$ cat config.mk
export PLATFORM = sky130hd
export DESIGN_NAME = twi_slave_core
export DESIGN_NICKNAME = d
export VERILOG_FILES = /design/src/rtl/twi_pkg.sv /design/src/rtl/twi_line_sync.sv /design/src/rtl/twi_cond_detect.sv /design/src/rtl/twi_oe_launch.sv /design/src/rtl/twi_slave_core.sv
export SDC_FILE = /design/constraint.sdc
export NUM_CORES = 1
export LEC_CHECK = 0
export ABC_AREA = 1
export BUFFER_PORTS_ARGS = -buffer_cell sky130_fd_sc_hd__buf_2
export CORE_UTILIZATION = 45
export CTS_BUF_LIST = sky130_fd_sc_hd__clkbuf_8
export CTS_CLUSTER_SIZE = 40
export DETAILED_ROUTE_END_ITERATION = 8
export PLACE_DENSITY = 0.7
export SYNTH_ARGS = -nofsm -noshare
export SYNTH_HDL_FRONTEND = slang
export SYNTH_HIERARCHICAL = 1
export SYNTH_SLANG_ARGS = --single-unit
$ cat constraint.sdc
create_clock -name clk_i -period 4.3 [get_ports clk_i]
set_input_delay 0.645 -clock clk_i [delete_from_list [all_inputs] [get_ports clk_i]]
set_output_delay 0.645 -clock clk_i [all_outputs]
set_load 0.005 [all_outputs]
$ cat src/rtl/twi_pkg.sv
package twi_pkg;
  typedef enum logic [2:0] {
    ST_IDLE,
    ST_ADDR,
    ST_ADDR_ACK,
    ST_WR,
    ST_WR_ACK,
    ST_RD,
    ST_RD_ACK
  } twi_state_e;
endpackage

$ cat src/rtl/twi_line_sync.sv
module twi_line_sync #(
  parameter int W      = 2,
  parameter int STAGES = 2
) (
  input  logic         clk_i,
  input  logic         rst_ni,
  input  logic [W-1:0] line_i,
  output logic [W-1:0] sync_o,
  output logic [W-1:0] prev_o
);
  logic [STAGES-1:0][W-1:0] pipe_q;
  logic [W-1:0]             prev_q;

  // idle bus is high: reset to ones so no false edge leaves reset
  always_ff @(posedge clk_i or negedge rst_ni) begin
    if (!rst_ni) begin
      pipe_q <= '1;
      prev_q <= '1;
    end else begin
      pipe_q <= {pipe_q[STAGES-2:0], line_i};
      prev_q <= pipe_q[STAGES-1];
    end
  end

  assign sync_o = pipe_q[STAGES-1];
  assign prev_o = prev_q;
endmodule

$ cat src/rtl/twi_cond_detect.sv
module twi_cond_detect (
  input  logic scl_s_i,
  input  logic scl_q_i,
  input  logic sda_s_i,
  input  logic sda_q_i,
  output logic scl_rise_o,
  output logic scl_fall_o,
  output logic start_o,
  output logic stop_o
);
  logic scl_high;

  assign scl_high   = scl_s_i & scl_q_i;
  assign scl_rise_o = scl_s_i & ~scl_q_i;
  assign scl_fall_o = ~scl_s_i & scl_q_i;
  assign start_o    = scl_high & sda_q_i & ~sda_s_i;
  assign stop_o     = scl_high & ~sda_q_i & sda_s_i;
endmodule

$ cat src/rtl/twi_oe_launch.sv
module twi_oe_launch #(
  parameter int HOLD_CYC = 4
) (
  input  logic clk_i,
  input  logic rst_ni,
  input  logic fall_i,
  input  logic want_i,
  output logic oe_o
);
  localparam int CW = $clog2(HOLD_CYC + 1);

  logic [CW-1:0] cnt_q;

  // the new level is applied HOLD_CYC clocks after the SCL fall
  always_ff @(posedge clk_i or negedge rst_ni) begin
    if (!rst_ni) begin
      cnt_q <= '0;
      oe_o  <= 1'b0;
    end else begin
      if (fall_i)             cnt_q <= CW'(HOLD_CYC);
      else if (cnt_q != '0)   cnt_q <= cnt_q - 1'b1;
      if (cnt_q == CW'(1))    oe_o  <= want_i;
    end
  end
endmodule

$ cat src/rtl/twi_slave_core.sv
module twi_slave_core
  import twi_pkg::*;
#(
  parameter logic [6:0] DEV_ADDR    = 7'h50,
  parameter int         SYNC_STAGES = 2,
  parameter int         HOLD_CYC    = 4,
  parameter int         DATA_W      = 8
) (
  input  logic              clk_i,
  input  logic              rst_ni,
  input  logic              scl_i,
  input  logic              sda_i,
  output logic              sda_oe_o,
  input  logic              busy_i,
  output logic              start_o,
  output logic              stop_o,
  output logic [DATA_W-1:0] rx_byte_o,
  output logic              rx_valid_o,
  output logic              tx_req_o,
  input  logic [DATA_W-1:0] tx_byte_i
);
  localparam int BW = $clog2(DATA_W + 1);
  localparam logic [BW-1:0] LAST = BW'(DATA_W);

  logic scl_s, scl_q, sda_s, sda_q;
  logic scl_rise, scl_fall, start_det, stop_det;

  twi_line_sync #(.W(2), .STAGES(SYNC_STAGES)) u_sync (
    .clk_i  (clk_i),
    .rst_ni (rst_ni),
    .line_i ({scl_i, sda_i}),
    .sync_o ({scl_s, sda_s}),
    .prev_o ({scl_q, sda_q})
  );

  twi_cond_detect u_det (
    .scl_s_i    (scl_s),
    .scl_q_i    (scl_q),
    .sda_s_i    (sda_s),
    .sda_q_i    (sda_q),
    .scl_rise_o (scl_rise),
    .scl_fall_o (scl_fall),
    .start_o    (start_det),
    .stop_o     (stop_det)
  );

  twi_state_e        state_q;
  logic [BW-1:0]     bit_q;
  logic [DATA_W-1:0] rx_sh_q, tx_sh_q;
  logic              rw_q, mack_q;
  logic              oe_want;

  always_ff @(posedge clk_i or negedge rst_ni) begin
    if (!rst_ni) begin
      state_q    <= ST_IDLE;
      bit_q      <= '0;
      rx_sh_q    <= '0;
      tx_sh_q    <= '0;
      rw_q       <= 1'b0;
      mack_q     <= 1'b0;
      start_o    <= 1'b0;
      stop_o     <= 1'b0;
      rx_valid_o <= 1'b0;
      rx_byte_o  <= '0;
      tx_req_o   <= 1'b0;
    end else begin
      start_o    <= 1'b0;
      stop_o     <= 1'b0;
      rx_valid_o <= 1'b0;
      tx_req_o   <= 1'b0;
      if (stop_det) begin
        state_q <= ST_IDLE;
        stop_o  <= 1'b1;
      end else if (start_det) begin
        state_q <= ST_ADDR;
        bit_q   <= '0;
        start_o <= 1'b1;
      end else begin
        unique case (state_q)
          ST_ADDR, ST_WR: begin
            if (scl_rise && bit_q != LAST) begin
              rx_sh_q <= {rx_sh_q[DATA_W-2:0], sda_s};
              bit_q   <= bit_q + 1'b1;
            end
            if (scl_fall && bit_q == LAST) begin
              if (busy_i) begin
                state_q <= ST_IDLE;
              end else if (state_q == ST_ADDR) begin
                if (rx_sh_q[DATA_W-1:1] == DEV_ADDR) begin
                  rw_q    <= rx_sh_q[0];
                  state_q <= ST_ADDR_ACK;
                end else begin
                  state_q <= ST_IDLE;
                end
              end else begin
                rx_byte_o  <= rx_sh_q;
                rx_valid_o <= 1'b1;
                state_q    <= ST_WR_ACK;
              end
            end
          end
          ST_ADDR_ACK: begin
            if (scl_rise && rw_q) tx_req_o <= 1'b1;
            if (scl_fall) begin
              bit_q <= '0;
              if (rw_q) begin
                tx_sh_q <= tx_byte_i;
                state_q <= ST_RD;
              end else begin
                state_q <= ST_WR;
              end
            end
          end
          ST_WR_ACK: begin
            if (scl_fall) begin
              bit_q   <= '0;
              state_q <= ST_WR;
            end
          end
          ST_RD: begin
            if (scl_rise) bit_q <= bit_q + 1'b1;
            if (scl_fall) begin
              if (bit_q == LAST)    state_q <= ST_RD_ACK;
              else if (bit_q != '0) tx_sh_q <= tx_sh_q << 1;
            end
          end
          ST_RD_ACK: begin
            if (scl_rise) begin
              mack_q <= ~sda_s;
              if (!sda_s) tx_req_o <= 1'b1;
            end
            if (scl_fall) begin
              bit_q <= '0;
              if (mack_q) begin
                tx_sh_q <= tx_byte_i;
                state_q <= ST_RD;
              end else begin
                state_q <= ST_IDLE;
              end
            end
          end
          default: ;
        endcase
      end
    end
  end

  always_comb begin
    unique case (state_q)
      ST_ADDR_ACK, ST_WR_ACK: oe_want = 1'b1;
      ST_RD:                  oe_want = ~tx_sh_q[DATA_W-1];
      default:                oe_want = 1'b0;
    endcase
  end

  twi_oe_launch #(.HOLD_CYC(HOLD_CYC)) u_launch (
    .clk_i  (clk_i),
    .rst_ni (rst_ni),
    .fall_i (scl_fall),
    .want_i (oe_want),
    .oe_o   (sda_oe_o)
  );
endmodule

# Word-level counts from Yosys, hierarchy flattened
# Cells that the tools add are included.
[word_totals]
romBits = 0
ramBits = 0
ff_bits = 47
inputBits = 13
latchBits = 0
wordCells = 124
mem_count = 0
[op_classes]
n_eq_ne = 26
n_reduce_logical = 19
mux = 45
bitwise = 16
n_lt_le_gt_ge = 0
addsub = 2
div_mod_pow = 0
n_shift = 0
n_mul = 0
[ops]
columns = ["cell", "count"]
rows = [
  ["two-way mux 8 bit", 7],
  ["two-way mux 3 bit", 14],
  ["inequality test 4 bit, second input constant", 7],
  ["case mux 8 bit (3 select lines)", 1],
  ["two-way mux 4 bit", 4],
  ["case mux 3 bit (5 select lines)", 1],
  ["two-way mux 1 bit", 14],
  ["inequality test 2 bit, second input constant", 7],
  ["AND reduction 7 bit", 2],
  ["case mux 4 bit (3 select lines)", 1],
  ["AND reduction 10 bit", 1],
  ["equality test 3 bit, second input constant", 3],
  ["inverter 1 bit", 9],
  ["AND reduction 4 bit", 2],
  ["nonzero test 4 bit", 2],
  ["bitwise AND 1 bit", 7],
  ["equality test 7 bit, second input constant", 1],
  ["nonzero test 7 bit", 1],
  ["equality test 3 x 1 -> 1 bit, second input constant", 2],
  ["equality test 3 x 2 -> 1 bit, second input constant", 2],
  ["inequality test 3 bit, second input constant", 2],
  ["AND reduction 6 bit", 1],
  ["nonzero test 3 bit", 2],
  ["AND reduction 5 bit", 1],
  ["10 further kinds", 14],
]

# Logic depth before layout (Yosys ltp)
[logic_depth]
word_depth = 8
depth_mapped = 12
depth_no_buf = 11

# By module
# Netlist, hierarchy kept.
[by_module_without_submodules]
columns = ["mod", "cells_per_inst", "area_each_um2", "instances"]
rows = [
  ["twi_slave_core", 246, 1981.9, 1],
  ["twi_oe_launch", 28, 227.7, 1],
  ["twi_line_sync", 8, 172.7, 1],
  ["twi_cond_detect", 11, 41.3, 1],
]

# Worst setup path before layout
# Ideal clock, no wire load.
[synth_path]
path_type = "flip-flop to flip-flop"
start = "register u_sync.pipe_q (netlist bit u_sync/sync_o[0])"
end = "register tx_sh_q[3]"
required_ps = 4177
period_less_slack_ps = 1655
arrival_time_ps = 1532
path_slack_ps = 2645
setup_time_ps = 123
path_stages_with_launch = 12
cell_sequence = "dfstp_2 -> buf_4 -> inv_1 -> nand2_1 -> nor2_1 -> nor2_4 -> nand2_2 -> a21oi_2 -> nand2_4 -> buf_6 -> nand2_1 -> o21ai_2"
[synth_via]
elab_chain_len = 4
[synth_lines]
columns = ["item", "line_no", "source"]
rows = [
  ["start, declared", "twi_line_sync.sv:11", "logic [STAGES-1:0][W-1:0] pipe_q;"],
  ["start signal, assigned", "twi_line_sync.sv:20", "pipe_q <= {pipe_q[STAGES-2:0], line_i};"],
  ["inverter 1 bit", "twi_cond_detect.sv:16", "assign start_o = scl_high & sda_q_i & ~sda_s_i;"],
  ["bitwise AND 1 bit", "twi_cond_detect.sv:16", ""],
  ["net start_det", "twi_slave_core.sv:26", "logic scl_rise, scl_fall, start_det, stop_det;"],
  ["inverter 1 bit (no source line)", "--", ""],
  ["AND reduction 10 bit (no source line)", "--", ""],
  ["end signal, assigned", "twi_slave_core.sv:107", "tx_sh_q <= tx_byte_i;"],
  ["end signal, assigned", "twi_slave_core.sv:124", "else if (bit_q != '0) tx_sh_q <= tx_sh_q << 1;"],
  ["end signal, assigned", "twi_slave_core.sv:135", "tx_sh_q <= tx_byte_i;"],
  ["end, declared", "twi_slave_core.sv:49", "logic [DATA_W-1:0] rx_sh_q, tx_sh_q;"],
]
# The timed path passes the listed nets, and every way through them passes these cells.
# A chain may end at the register's enable or synchronous reset.

# Worst setup path in the final report
[layout_path]
start = "register u_sync.pipe_q (netlist bit u_sync/sync_o[1])"
end = "register rx_byte_o[1]"
[layout_via]
elab_chain_len = 5
[layout_lines]
columns = ["item", "line_no", "source"]
rows = [
  ["bitwise AND 1 bit", "twi_cond_detect.sv:13", "assign scl_high = scl_s_i & scl_q_i;"],
  ["bitwise AND 1 bit (2 in series)", "twi_cond_detect.sv:17", "assign stop_o = scl_high & ~sda_q_i & sda_s_i;"],
  ["net stop_det", "twi_slave_core.sv:26", ""],
  ["inverter 1 bit (no source line)", "--", ""],
  ["AND reduction 6 bit (no source line)", "--", ""],
  ["end signal, assigned", "twi_slave_core.sv:96", "rx_byte_o <= rx_sh_q;"],
  ["end, declared", "twi_slave_core.sv:17", "output logic [DATA_W-1:0] rx_byte_o,"],
]
# The timed path passes the listed nets, and every way through them passes these cells.

==> results.md <==
- Status: complete, no violations
- Hold Crit Class: register to register
- Synth Warn #: 6
- CP top delay family: simple AND/OR/NAND/NOR gates
- Dpl ws: 2.499 ns
- Synth Area in XOR/XNOR: 0.7228%
- R2r setup slk: 2.49 ns
- Postcts setup bufs: 0
- Max-slew headroom: 32.90%
- Wire length per cell: 10.54 µm
- Port-buffer cells: 25
- Most common cell after layout, fill and taps aside: nand2_1
- Gr usage total: 16.61%
- Mux contribution to synthesized area: 0%
- Crit path required time: 4.54 ns
- First-pass GRT wire length: 7003 µm
- Post-synthesis compound-gate area fraction: 11.05%
- Largest net degree at the start of global routing: 48
- Maximum clock frequency: 551.8 MHz
- Clk pwr share: 19.4%
- Critical hold path startpoint: u_sync/pipe_q[0]
- Combinational Power Share: 34.2%
- Hold EP: u_sync/sync_o[0]
- Syn_area_per_cell: 8.272 µm²
- Root Driver: clkbuf_8
- Nets@finish: 335
- Final WS setup: 2.488 ns
- Vias in the first global route: 1580
- Least-Margin Pin Slew: 1.006 ns
- CTS clk-pin slew, worst paths: 0.09 ns
- Fraction of layout cells with a size suffix above 1: 22.64%
- Sequential share of the synthesized area: 48.84%
- Initial DRC count: 130
- DRT Pass-1 Iters: 4
- Initial Utilization: 47.15%
- Worst vdd ir: 0.2689 mV
- Worst-path fanout max: 17
- CP endpoint kind: register
- Seq pwr share: 46.4%
- Vias: 1800
- Int Pwr: 827.5 µW
- Slew Viols, Final: 0
- Final period utilization: 42.14%
- Setup Viol. Count Final: 0
- Largest family of logic cells by synthesized area: simple AND/OR/NAND/NOR gates
- Core area: 0.005140 mm²
- WP data arrival: 2.05 ns
- Die area: 0.005683 mm²
- Remaining global-route overflow: 0
- Netlist cell types: 23
- Crit Reg-Reg Startpoint: u_sync/sync_o[1]
- P_leak: 0.001422 µW
- Post-synth net total: 311
- CTS sink count: 47
- Synth Register Bits: 47
- Die X: 75.39 µm
- RSZ-0062 raised after global routing: false
- Final hold viol count: 0
- Worst R2R Path Depth: 8
- IO Pins: 26
- Synth Area in Simple Gates: 26.90%
- Crit path launch type: register
- # rows: 26
- Post-Route WL: 4088 µm
- Avg Vias per Cell: 4.639
- Cells after Synth: 293
- Chip Height: 75.39 µm
- Post-Synth Adder-Cell Area: 2.581%
- # resized after CTS: 0
- Setup TNS: 0 ns
- R2r endpoint: rx_byte_o[1]
- Initial antenna violation count: 0
- Power Density: 517.9 mW/mm²
- Antenna Nets Post-Route: 0
- Routability Congestion: 0.9206
- Buf/Inv on CP: 0
- Layout Area Growth over Synthesis: 9.190%
- Fin crit period: 1.812 ns
- Setup Skew: 0.004921 ns
- Most frequent cells in the layout: nand2_1 (85), dfrtp_1 (41), inv_1 (39)
- Cell area after synthesis: 0.002424 mm²
- CTS buffer count: 5
- # diodes: 0
- Max-cap violations: 0
- CTS tree: built
- Slowest cell on crit path: dfstp_2
- Switch share: 39.62%
- DRC viols: 0
- Switch Pwr: 543.0 µW
- Clk_lat worst skew: 0.30 ns
- Post-DP HPWL: 2943 µm
- Hold-fix buffers at CTS: 0
- Critical path cell sequence: nand2_1 > nor2_1 > nor2_4 > nand2_2 > nor2_4 > nand3b_4 > nand2_1 > o21ai_2
- Worst Hold Depth: 0
- Crit-path max cell delay: 0.56 ns
- Htree depth: 2
- CTS Buffer Depth: 2
- Crit path kind: register to register
[cells in the mapped netlist (all sizes together)]
master	number	share of area [%]
nand3	17	3.5
nand3b	1	0.83
a21oi	3	0.77
nor2	33	6.9
buf	8	3.3
o21ai	40	10
xnor2	1	0.36
dfstp	6	6.5
nand2	92	15
dfrtp	41	42
nand4	2	0.52
inv	43	6.7
ha	5	2.6
xor2	1	0.36
[registers in the layout, indices dropped and copies added, names as in the netlist]
register / flops
rx_sh_q: 8
tx_sh_q: 8
start_o: 1
rx_valid_o: 1
tx_req_o: 1
rx_byte_o: 8
rw_q: 1
bit_q: 4
state_q: 3
u_sync/pipe_q: 2
u_sync/sync_o: 2
u_launch/oe_o: 1
stop_o: 1
u_sync/prev_o: 2
mack_q: 1
u_launch/cnt_q: 3
[stage by stage]
step	total power, µW	std cells	hold WS, ns	utilization, %	cell area (µm²)
final	1370	388	0.3586	51.48	2646
after global routing	1488	388	0.3621	51.48	2646
after CTS	1385	388	0.3607	51.48	2646
after detailed placement	1115	380	0.3472	49.76	2557
after global placement	1110	380	0.3459	49.76	2557
after floorplan	1025	293	0.3452	-	2424
[area by class of cell]
type,count,area [µm²]
Timing Repair Buffer,25,125.1
Sequential cell,47,1184
Inverter,43,161.4
Clock buffer,5,68.82
Fill cell,501,2494
Tap cell,70,87.58
Clock inverter,3,20.02
Multi-Input combinational cell,195,999.7
[power by group through the flow]
stage,Sequential (µW),Combinational (µW),Clock [µW]
after CTS,636,474,274
after global placement,641,470,0
after floorplan,607,418,0
after detailed placement,645,471,0
final,636,469,266
after global routing,652,545,291
[cell families after synthesis]
family	Yosys count
simple gates	145
buf+inv	51
compound gates	43
xor+xnor	2
fa+ha+maj	5
flops	47
[layer usage]
metal,global-route usage (%),up-vias,share of wire (%)
li1,-,950,-
met2,24.70,39,44
met4,6.996,0,2.0
met5,0,-,0
met1,22.72,802,49
met3,4.894,9,4.5
[how the worst max path moves through the flow]
stage,slack (ns),start,endpoint,cells past startpoint
after floorplan,2.64,u_sync/sync_o[0],tx_sh_q[3],11
after global placement,2.52,u_sync/sync_o[1],rx_byte_o[4],8
after detailed placement,2.50,u_sync/sync_o[1],rx_byte_o[1],8
after CTS,2.47,u_sync/sync_o[1],rx_byte_o[1],8
after global routing,2.29,u_sync/sync_o[1],rx_byte_o[1],8
final,2.49,u_sync/sync_o[1],rx_byte_o[1],8
Power figures use the tool's default switching activity.
